$ cat src/rtl/evtimer_pkg.sv
// Shared definitions for the event counter timer: register addresses
// and the layout of the mode word. Assumes a two-bit write address.
package evtimer_pkg;

    localparam int ADDR_W = 2;

    localparam logic [ADDR_W-1:0] ADDR_CMP_A = 2'd0;
    localparam logic [ADDR_W-1:0] ADDR_CMP_B = 2'd1;
    localparam logic [ADDR_W-1:0] ADDR_MODE  = 2'd2;
    localparam logic [ADDR_W-1:0] ADDR_FLAG  = 2'd3;

    // Mode word, bit 0 first: load, run, src_evt, ie_a, ie_b.
    typedef struct packed {
        logic ie_b;
        logic ie_a;
        logic src_evt;
        logic run;
        logic load;
    } mode_t;

    localparam int MODE_W = $bits(mode_t);

endpackage

$ cat src/rtl/evtimer_edge.sv
// Event input conditioner: a chain of SYNC_STAGES flops brings evt_in into
// the clock domain, and one extra flop detects its rising edge.
// Assumes evt_in stays high and low for at least two cycles each.
module evtimer_edge #(
    parameter int SYNC_STAGES = 2
) (
    input  logic clk,
    input  logic rst_n,
    input  logic evt_in,
    output logic evt_pulse
);

    localparam int CHAIN_W = SYNC_STAGES + 1;

    logic [CHAIN_W-1:0] chain;

    // Shift the raw input through the synchroniser and history flop.
    always_ff @(posedge clk) begin
        if (!rst_n) begin
            chain <= '0;
        end else begin
            chain <= {chain[CHAIN_W-2:0], evt_in};
        end
    end

    // One-cycle pulse on a synchronised low-to-high transition.
    always_comb begin
        evt_pulse = chain[SYNC_STAGES-1] & ~chain[SYNC_STAGES];
    end

endmodule

$ cat src/rtl/evtimer_regs.sv
// Register file: the written (shadow) compare values, the active compare
// values used by the counter, the mode word and the flag-clear strobes.
// The active values follow the shadows every cycle while stopped and only
// at a wrap while running.
module evtimer_regs
    import evtimer_pkg::*;
#(
    parameter int          W     = 16,
    parameter logic [W-1:0] RST_A = '1,
    parameter logic [W-1:0] RST_B = '1
) (
    input  logic              clk,
    input  logic              rst_n,
    input  logic              wr_en,
    input  logic [ADDR_W-1:0] wr_addr,
    input  logic [W-1:0]      wr_data,
    input  logic              wrap,
    output logic [W-1:0]      a_act,
    output logic [W-1:0]      b_act,
    output mode_t             mode,
    output logic              clr_a,
    output logic              clr_b
);

    logic [W-1:0] sh_a;
    logic [W-1:0] sh_b;

    // Capture software writes into the shadow compares and the mode word.
    always_ff @(posedge clk) begin
        if (!rst_n) begin
            sh_a <= RST_A;
            sh_b <= RST_B;
            mode <= '0;
        end else if (wr_en) begin
            case (wr_addr)
                ADDR_CMP_A: sh_a <= wr_data;
                ADDR_CMP_B: sh_b <= wr_data;
                ADDR_MODE:  mode <= mode_t'(wr_data[MODE_W-1:0]);
                default:    ;
            endcase
        end
    end

    // Move shadows into the active compares when stopped or at a wrap.
    always_ff @(posedge clk) begin
        if (!rst_n) begin
            a_act <= RST_A;
            b_act <= RST_B;
        end else if (!mode.run || wrap) begin
            a_act <= sh_a;
            b_act <= sh_b;
        end
    end

    // Decode flag-clear strobes: a zero bit in a flag write clears it.
    always_comb begin
        clr_a = wr_en && (wr_addr == ADDR_FLAG) && !wr_data[0];
        clr_b = wr_en && (wr_addr == ADDR_FLAG) && !wr_data[1];
    end

endmodule

$ cat src/rtl/evtimer_core.sv
// Counter datapath: selects the count source, compares against the active
// A and B values, wraps at A, drives the set-reset output and the sticky
// flags. An all-ones B never matches. Reset of the output beats set.
module evtimer_core
    import evtimer_pkg::*;
#(
    parameter int W = 16
) (
    input  logic         clk,
    input  logic         rst_n,
    input  mode_t        mode,
    input  logic [W-1:0] a_act,
    input  logic [W-1:0] b_act,
    input  logic         evt_pulse,
    input  logic         clr_a,
    input  logic         clr_b,
    output logic [W-1:0] cnt,
    output logic         tick,
    output logic         wrap,
    output logic         tmr_out,
    output logic         flag_a,
    output logic         flag_b
);

    logic hit_a;
    logic hit_b;
    logic step_b;

    // Choose the count step and evaluate both compares.
    always_comb begin
        tick   = mode.run && (mode.src_evt ? evt_pulse : 1'b1);
        hit_a  = (cnt == a_act);
        hit_b  = (b_act != {W{1'b1}}) && (cnt == b_act);
        wrap   = tick && hit_a;
        step_b = tick && hit_b;
    end

    // Advance, wrap, initialise or hold the counter and the output.
    always_ff @(posedge clk) begin
        if (!rst_n) begin
            cnt     <= '0;
            tmr_out <= 1'b0;
        end else if (mode.run) begin
            if (tick) begin
                cnt <= hit_a ? '0 : cnt + 1'b1;
                if (hit_a) begin
                    tmr_out <= 1'b0;
                end else if (hit_b) begin
                    tmr_out <= 1'b1;
                end
            end
        end else if (mode.load) begin
            cnt     <= '0;
            tmr_out <= 1'b0;
        end
    end

    // Sticky request flags: a compare event sets, a software write clears.
    always_ff @(posedge clk) begin
        if (!rst_n) begin
            flag_a <= 1'b0;
            flag_b <= 1'b0;
        end else begin
            flag_a <= (flag_a && !clr_a) || wrap;
            flag_b <= (flag_b && !clr_b) || step_b;
        end
    end

endmodule

$ cat src/rtl/evtimer_top.sv
// Top level of the dual-compare event counter timer. Connects the
// register file, the event conditioner and the counter datapath, and
// gates the flags with their enables.
module evtimer_top
    import evtimer_pkg::*;
#(
    parameter int          W           = 16,
    parameter int          SYNC_STAGES = 2,
    parameter logic [W-1:0] RST_A      = '1,
    parameter logic [W-1:0] RST_B      = '1
) (
    input  logic              clk,
    input  logic              rst_n,
    input  logic              wr_en,
    input  logic [ADDR_W-1:0] wr_addr,
    input  logic [W-1:0]      wr_data,
    input  logic              evt_in,
    output logic              tmr_out,
    output logic              irq_a,
    output logic              irq_b
);

    logic [W-1:0] a_act;
    logic [W-1:0] b_act;
    logic [W-1:0] cnt;
    mode_t        mode;
    logic         clr_a;
    logic         clr_b;
    logic         evt_pulse;
    logic         tick;
    logic         wrap;
    logic         flag_a;
    logic         flag_b;

    evtimer_regs #(.W(W), .RST_A(RST_A), .RST_B(RST_B)) u_regs (
        .clk     (clk),
        .rst_n   (rst_n),
        .wr_en   (wr_en),
        .wr_addr (wr_addr),
        .wr_data (wr_data),
        .wrap    (wrap),
        .a_act   (a_act),
        .b_act   (b_act),
        .mode    (mode),
        .clr_a   (clr_a),
        .clr_b   (clr_b)
    );

    evtimer_edge #(.SYNC_STAGES(SYNC_STAGES)) u_edge (
        .clk       (clk),
        .rst_n     (rst_n),
        .evt_in    (evt_in),
        .evt_pulse (evt_pulse)
    );

    evtimer_core #(.W(W)) u_core (
        .clk       (clk),
        .rst_n     (rst_n),
        .mode      (mode),
        .a_act     (a_act),
        .b_act     (b_act),
        .evt_pulse (evt_pulse),
        .clr_a     (clr_a),
        .clr_b     (clr_b),
        .cnt       (cnt),
        .tick      (tick),
        .wrap      (wrap),
        .tmr_out   (tmr_out),
        .flag_a    (flag_a),
        .flag_b    (flag_b)
    );

    // Gate each sticky flag with its enable bit.
    always_comb begin
        irq_a = flag_a && mode.ie_a;
        irq_b = flag_b && mode.ie_b;
    end

endmodule

$ cat config.mk
export PLATFORM = sky130hd
export DESIGN_NAME = evtimer_top
export DESIGN_NICKNAME = d
export VERILOG_FILES = /design/src/rtl/evtimer_pkg.sv /design/src/rtl/evtimer_edge.sv /design/src/rtl/evtimer_regs.sv /design/src/rtl/evtimer_core.sv /design/src/rtl/evtimer_top.sv
export SDC_FILE = /design/constraint.sdc
export NUM_CORES = 1
export LEC_CHECK = 0
export CORE_UTILIZATION = 30
export CTS_BUF_LIST = sky130_fd_sc_hd__clkbuf_2
export DETAILED_ROUTE_END_ITERATION = 8
export GPL_ROUTABILITY_DRIVEN = 0
export PLACE_DENSITY = 0.45
export SLEW_MARGIN = 15
export SYNTH_ARGS = -nofsm -noshare
export SYNTH_HDL_FRONTEND = slang
export SYNTH_SLANG_ARGS = --single-unit
$ cat constraint.sdc
create_clock -name clk -period 5.4 [get_ports clk]
set_input_delay 1.08 -clock clk [delete_from_list [all_inputs] [get_ports clk]]
set_output_delay 1.08 -clock clk [all_outputs]
set_load 0.01 [all_outputs]
==> results.json, run 1 <==
{
  "status": "complete, no violations",
  "cts.sinks": 91,
  "grt_overflow": 0,
  "fmax_mhz": 361,
  "synth_flop_cell": "dfxtp_1",
  "synth-seq-area-share_pct": 43.8,
  "hold_viol_final": 0,
  "netlist_area_mm2": 0.00416,
  "tightest_slew_ps": 1150,
  "fin_crit_sh_pct": 51.3,
  "io-pin-count": 25,
  "wl_um": 9860,
  "start_util_pct": 31.0,
  "final_area_mm2": 0.00453,
  "fin_nets": 467,
  "synth_top_cell_area_share_pct": 43.8,
  "clkSlewWorstSetupHoldPaths_ps": 230,
  "min_from": "u_edge.chain[0]",
  "die_w_um": 120,
  "wl_per_cell_um": 15.8,
  "synth_edf_count": 0,
  "final.setup.tns_ps": 0,
  "hold_class": "reg -> reg",
  "p_per_area_mw_per_mm2": 246,
  "setup_viol": 0,
  "synth_cell_types": 39,
  "syn2layout_area_growth_pct": 9.03,
  "clk_latency_ps": 570,
  "crit_buf_inv": 0,
  "place_area_mm2": 0.00445,
  "vias": 3040,
  "worstPathCellList": "xor2_1 -> nor4_2 -> nand4_2 -> nor2_4 -> o221ai_1",
  "async_flop_share_pct": 0,
  "drc": 0,
  "die_area_mm2": 0.0143,
  "grt_pass1_vias": 2982,
  "syn_nets": 467,
  "vias_per_cell": 4.86,
  "ys_ff_latch": 91,
  "cts_tree": "built",
  "rrSetupSlack_ps": 2630,
  "p_leak_nw": 1.59,
  "r2r-start": "u_core.cnt[7]",
  "grt_max_degree": 47,
  "ant_nets": 0,
  "antenna_cells": 0,
  "clock_skew_ps": 21.1,
  "endpoint_kind": "flip-flop",
  "cpMaxStageDelayCell": "nor2_4",
  "slew_headroom_pct": 22.8,
  "fin_ws_ps": 2630,
  "synth_area_leaders": "dfxtp_1 44%, o221ai_2 11%, nand2_1 6.8%",
  "num_rows": 42,
  "required_ps": 5830,
  "grt_usage_pct": 14.9,
  "firstDrtPassIters": 4,
  "clockBufferDepth": 2,
  "dp_hpwl_um": 6700,
  "cp_top_family": "simple AND/OR/NAND/NOR gates",
  "grt_pass1_wl_um": 16500,
  "die_y_um": 120,
  "ctsResizeCount": 0,
  "crit_path_max_incr_delay_ps": 980,
  "cts_setup_buffers": 0,
  "synthCells": 444,
  "crit_path_start_kind": "flip-flop",
  "grt_setup_unrepaired": "false",
  "ys_warn_count": 0,
  "drt_iter0_markers": 152,
  "cts_max_level": 3,
  "period_needed_ps": 2770,
  "peakVddDrop_mv": 0.144,
  "final_core_util_pct": 33.8,
  "dp_slack_ps": 2450,
  "crit_fanout": 32,
  "yosysMostFrequentCell": "dfxtp_1",
  "io_buffer_count": 24,
  "root_buffer": "clkbuf_2",
  "ys_top_cells_by_count": "91 x dfxtp_1, 75 x nand2_1, 33 x inv_1",
  "post_route_cells_drive_above_1_share_pct": 13.1,
  "critPathArrivalTime_ps": 3190,
  "crit_type": "reg -> reg",
  "cap_violations": 0,
  "cts-hold-fix-buffers": 0,
  "avgSynthCellArea_um2": 9.36,
  "critPathLaunch": "u_core.cnt[7]",
  "numCtsBuffers": 9,
  "finalPower_mw": 1.12,
  "drv_slew": 0,
  "coreArea_mm2": 0.0134,
  "yosys.area.top_type": "dfxtp_1",
  "antenna_found_initial": 0
}
## flip-flops by register name (all words and copies together), names as in the netlist
signal and count:
u_core.flag_b 1, u_regs.sh_a 16, u_regs.a_act 16, u_core.tmr_out 1
u_core.cnt 16, u_regs.sh_b 16, u_regs.b_act 16, u_edge.chain 3
u_core.flag_a 1, u_regs.mode 5
## final timing paths
check / end / cells past startpoint
max: u_regs.a_act[1] / 5
min: u_edge.chain[1] / 1
max reg2reg: u_regs.a_act[1] / 5
min reg2reg: u_edge.chain[1] / 1
## cell usage in the layout, fill, tap and decap left out, types with 6 or more instances in the layout
cell type,n
xor2_1,22
dfxtp_1,91
nand3_1,7
nand2_1,75
o211ai_1,32
clkbuf_2,9
o221ai_2,31
nand4_1,14
nor4_1,6
inv_1,33
nor2_1,19
xnor2_1,23
and2_1,7
clkdlybuf4s50_1,23
## report_power, final
| part | internal [mW] | switching (mW) |
|---|---|---|
| clock network | 0.0547 | 0.229 |
| logic | 0.0509 | 0.0649 |
| registers | 0.700 | 0.0164 |
| total | 0.805 | 0.310 |
## layout make-up
cell class | instances | area [um^2]
inverters | 33 | 124
clock buffers | 9 | 45.0
clock inverters | 7 | 35.0
repair buffers | 27 | 258
well taps | 176 | 220
flip-flops and latches | 91 | 1820
fillers | 1422 | 8870
multi-input cells | 282 | 2030
## cell families (layout without fill, tap and decap cells)
group / count (synthesis) / in the layout / synth area share, %
AO/OA/AOI/OAI: 78 / 78 / 19.5
XOR/XNOR: 45 / 45 / 9.48
multiplexers: 5 / 5 / 1.20
AND/OR/NAND/NOR: 153 / 153 / 17.9
flip-flops: 91 / 91 / 43.8
buffers and inverters: 71 / 76 / 7.80
adder cells (fa/ha/maj): 1 / 1 / 0.301
## routing by layer
layer | part of all wire, % | GRT usage (%) | up-vias
li1 | - | - | 1540
met1 | 50 | 19.9 | 1447
met2 | 47 | 23.7 | 46
met3 | 2.7 | 3.85 | 7
met4 | 1.1 | 3.98 | 0
met5 | 0 | 0 | -
## through the flow
stage	cells	hold slack, ps
after floorplan	444	412
after global placement	609	432
after detailed placement	609	435
after CTS	625	479
after global routing	625	498
final	625	468
## worst reg2reg max path, delay by kind of cell (launching register included)
kind | cells | cell delay (ps)
AO/OA/AOI/OAI | 1 | 220
XOR/XNOR | 1 | 130
AND/OR/NAND/NOR | 3 | 1690
flip-flops | 1 | 600
(Power assumes the default switching activity.)
==> run 2: changes to the inputs <==
--- a/config.mk
+++ b/config.mk
@@ -9,7 +9,7 @@
 export CTS_BUF_LIST = sky130_fd_sc_hd__clkbuf_2
 export DETAILED_ROUTE_END_ITERATION = 8
 export GPL_ROUTABILITY_DRIVEN = 0
-export PLACE_DENSITY = 0.45
+export PLACE_DENSITY = 0.47
 export SLEW_MARGIN = 15
 export SYNTH_ARGS = -nofsm -noshare
 export SYNTH_HDL_FRONTEND = slang
==> constraint.sdc (replaced) <==
create_clock -name clk -period 2.3 [get_ports clk]
set_input_delay 0.46 -clock clk [delete_from_list [all_inputs] [get_ports clk]]
set_output_delay 0.46 -clock clk [all_outputs]
set_load 0.01 [all_outputs]
==> results.json, run 2 (same netlist as run 1, synthesis figures left out) <==
{
  "status": "complete, no violations",
  "seqPwrFrac_pct": 56.5,
  "antenna_cells": 0,
  "io_buffer_count": 24,
  "crit_path_start_kind": "flip-flop",
  "numCtsBuffers": 9,
  "drv_slew": 0,
  "cap_violations": 0,
  "met2_usage_pct": 21.5,
  "grt_usage_pct": 15.0,
  "p_switching_uw": 728,
  "critPathArrivalTime_ps": 2550,
  "p_per_area_mw_per_mm2": 624,
  "required_ps": 2790,
  "syn2layout_area_growth_pct": 14.8,
  "root_buffer": "clkbuf_2",
  "pwr-share-clk_pct": 33.9,
  "vias": 3081,
  "hold_viol_final": 0,
  "endpoint_kind": "flip-flop",
  "grt_overflow": 0,
  "period_needed_ps": 2060,
  "p_leak_nw": 1.72,
  "antenna_found_initial": 0,
  "num_rows": 42,
  "ant_nets": 0,
  "coreArea_mm2": 0.0134,
  "hold_class": "in -> reg",
  "drc": 0,
  "fin_crit_sh_pct": 89.4,
  "final.setup.tns_ps": 0,
  "io-pin-count": 25,
  "crit_type": "reg -> reg",
  "peakVddDrop_mv": 0.504,
  "dp_slack_ps": 321,
  "wl_per_cell_um": 15.7,
  "slew_headroom_pct": 53.4,
  "power_frac_comb_pct": 9.5,
  "firstDrtPassIters": 4,
  "tightest_slew_ps": 696,
  "cts_setup_buffers": 0,
  "p_int_mw": 2.25,
  "grt_pass1_vias": 2959,
  "grt_max_degree": 39,
  "setup_viol": 0,
  "final_common_cell": "dfxtp_1",
  "sw_frac_of_total_pct": 24.5,
  "ctsResizeCount": 0,
  "cts_max_level": 3,
  "die_area_mm2": 0.0143,
  "clock_skew_ps": 16.8,
  "cts-hold-fix-buffers": 0,
  "fin_ws_ps": 243,
  "grt_most_used_layer": "met1",
  "start_util_pct": 31.0,
  "dp_hpwl_um": 7130,
  "fmax_mhz": 486,
  "crit_fanout": 22,
  "cts.sinks": 91,
  "clkSlewWorstSetupHoldPaths_ps": 240,
  "grt_util_met1_pct": 21.8,
  "met3_usage_pct": 3.85,
  "fin_nets": 483,
  "grt_setup_unrepaired": "false",
  "post_route_cells_drive_above_1_share_pct": 16.6,
  "drt_iter0_markers": 153,
  "wl_um": 10000,
  "cts_tree": "built",
  "mostFrequentLayoutCells": "91 x dfxtp_1, 75 x nand2_1, 33 x inv_1, 32 x o211ai_1, 31 x o221ai_2",
  "die_w_um": 120,
  "die_y_um": 120,
  "hold-worst-slack_ps": 289,
  "vias_per_cell": 4.81,
  "clk_latency_ps": 560,
  "clockBufferDepth": 2,
  "grt_pass1_wl_um": 16500
}
run 2: path summary, 6_finish.rpt:
check	startpoint	endpoint	slack (ps)	depth (start not counted)
max	u_core.cnt[9]	u_regs.a_act[15]	240	6
min	rst_n	u_regs.sh_b[2]	290	2
max reg2reg	u_core.cnt[9]	u_regs.a_act[15]	240	6
min reg2reg	u_edge.chain[0]	u_edge.chain[1]	470	1
run 2: area by class of cell:
class / count / area (um^2)
clock inverters: 4 / 98.8
clock buffers: 11 / 55.1
flip-flops and latches: 91 / 1820
repair buffers: 43 / 428
fillers: 1383 / 8630
multi-input cells: 282 / 2020
inverters: 33 / 124
well taps: 176 / 220
run 2: metal layers:
metal | share of wire [%] | wire length, um
met3 | 3.5 | 349
met2 | 43 | 4270
met4 | 1.6 | 163
met1 | 52 | 5260
met5 | 0 | 0
run 2: critical path, cell delays in order (launching register included):
cell      delay [ps]
dfxtp_1          550
xor2_1           140
nor4_2           400
nand4_2          160
o21a_2           370
buf_12           220
o221ai_2         160
run 2: power groups by stage:
stage	clock [mW]	combinational (mW)	sequential, mW
floorplan	0	0.192	1.70
global placement	0	0.282	1.71
detailed placement	0	0.285	1.71
CTS	1.05	0.287	1.68
global route	1.13	0.315	1.69
finish	1.01	0.283	1.68
run 2: through the flow:
| stage | cell area (um^2) | total power [mW] | std cells | util, % |
|---|---|---|---|---|
| finish | 4770 | 2.97 | 640 | 35.6 |
| global route | 4770 | 3.13 | 640 | 35.6 |
| CTS | 4770 | 3.02 | 640 | 35.6 |
| detailed placement | 4620 | 2.00 | 625 | 34.4 |
| global placement | 4620 | 2.00 | 625 | 34.4 |
| floorplan | 4160 | 1.89 | 444 | - |
==> run 3: changes to the inputs <==
--- a/config.mk
+++ b/config.mk
@@ -6,7 +6,7 @@
 export NUM_CORES = 1
 export LEC_CHECK = 0
 export CORE_UTILIZATION = 30
-export CTS_BUF_LIST = sky130_fd_sc_hd__clkbuf_2
+export CTS_BUF_LIST = sky130_fd_sc_hd__clkbuf_16
 export DETAILED_ROUTE_END_ITERATION = 8
 export GPL_ROUTABILITY_DRIVEN = 0
 export PLACE_DENSITY = 0.47
==> results.json, run 3 (same netlist as run 1, synthesis figures left out) <==
{
  "status": "complete, no violations",
  "n_fill_cell": 1361,
  "endpoint_kind": "flip-flop",
  "crit_fanout": 22,
  "fin_ws_ps": 262,
  "syn2layout_area_growth_pct": 19.1,
  "antenna_found_initial": 0,
  "coreArea_mm2": 0.0134,
  "post_route_cells_drive_above_1_share_pct": 16.2,
  "clkSlewWorstSetupHoldPaths_ps": 60,
  "cpMaxStageDelayCell": "dfxtp_1",
  "vias_per_cell": 4.84,
  "finalPower_mw": 3.62,
  "die_y_um": 120,
  "p_per_area_mw_per_mm2": 732,
  "wl_um": 10000,
  "grt_max_degree": 39,
  "drt_iter0_markers": 135,
  "cts_setup_buffers": 0,
  "grt_setup_unrepaired": "false",
  "cts.sinks": 91,
  "period_needed_ps": 2040,
  "antenna_cells": 0,
  "cts-hold-fix-buffers": 0,
  "clockBufferDepth": 2,
  "root_buffer": "clkbuf_16",
  "final_area_mm2": 0.00495,
  "final.setup.tns_ps": 0,
  "setup_viol": 0,
  "grt_pass1_vias": 2975,
  "slew_headroom_pct": 53.3,
  "dp_hpwl_um": 7130,
  "drc": 0,
  "tightest_slew_ps": 698,
  "final_common_cell": "dfxtp_1",
  "post-place-cells": 625,
  "crit_buf_inv": 1,
  "grt_overflow": 0,
  "ant_nets": 0,
  "dp_slack_ps": 321,
  "vias": 3100,
  "num_rows": 42,
  "start_util_pct": 31.0,
  "clock_skew_ps": 4.46,
  "drv_slew": 0,
  "instances_no_fill": 640,
  "numCtsBuffers": 9,
  "io_buffer_count": 24,
  "critPathArrivalTime_ps": 2300,
  "grt_usage_pct": 15.1,
  "crit_path_start_kind": "flip-flop",
  "peakVddDrop_mv": 0.548,
  "worstPathCellList": "xor2_1 -> nor4_2 -> nand4_2 -> o21a_2 -> buf_12 -> o221ai_2",
  "clk_latency_ps": 340,
  "p_leak_nw": 1.80,
  "firstDrtPassIters": 4,
  "fmax_mhz": 491,
  "io-pin-count": 25,
  "cts_tree": "built",
  "cp_top_family": "simple AND/OR/NAND/NOR gates",
  "cap_violations": 0,
  "hold_class": "reg -> reg",
  "die_w_um": 120,
  "fin_nets": 483,
  "wl_per_cell_um": 15.7,
  "required_ps": 2560,
  "place_area_mm2": 0.00462,
  "mostFrequentLayoutCells": "91 x dfxtp_1, 75 x nand2_1, 35 x inv_1, 32 x o211ai_1, 31 x o221ai_2",
  "ctsResizeCount": 0,
  "grt_pass1_wl_um": 16500,
  "hold_viol_final": 0,
  "crit_type": "reg -> reg",
  "crit_path_max_incr_delay_ps": 490,
  "cts_max_level": 3,
  "die_area_mm2": 0.0143,
  "fin_crit_sh_pct": 88.6
}
-- run 3: routing by layer --
| metal | wire length (um) | GRT usage [%] |
|---|---|---|
| met3 | 391 | 3.42 |
| met4 | 193 | 5.31 |
| met1 | 5220 | 21.8 |
| met5 | 0 | 0 |
| met2 | 4220 | 21.7 |
-- run 3: worst register-to-register path, stage by stage (launching register included) --
cell and delay (ps):
dfxtp_1 490, xor2_1 140, nor4_2 410, nand4_2 160, o21a_2 370, buf_12 230
o221ai_2 170
-- run 3: worst paths after layout --
path	slack, ps	cells past startpoint	endpoint	startpoint
min reg2reg	430	1	u_edge.chain[1]	u_edge.chain[0]
max reg2reg	260	6	u_regs.a_act[12]	u_core.cnt[9]
min	430	1	u_edge.chain[1]	u_edge.chain[0]
max	260	6	u_regs.a_act[12]	u_core.cnt[9]
-- run 3: power by group --
| part | total (mW) | leakage [nW] | internal, mW | switching, mW |
|---|---|---|---|---|
| logic | 0.284 | 0.886 | 0.129 | 0.155 |
| clock network | 1.66 | 0.168 | 1.05 | 0.608 |
| registers | 1.68 | 0.743 | 1.64 | 0.0395 |
-- run 3: layout make-up --
cell class / instances / area, um^2 / area share [%]
clock inverters: 6 / 106 / 2.15
repair buffers: 43 / 428 / 8.65
multi-input cells: 282 / 2020 / 40.9
inverters: 33 / 124 / 2.50
well taps: 176 / 220 / 4.45
clock buffers: 9 / 225 / 4.55
flip-flops and latches: 91 / 1820 / 36.8
-- run 3: stage by stage --
stage,utilization (%),hold slack [ps]
finish,36.9,435
floorplan,-,412
CTS,36.9,444
global route,36.9,469
global placement,34.4,427
detailed placement,34.4,426
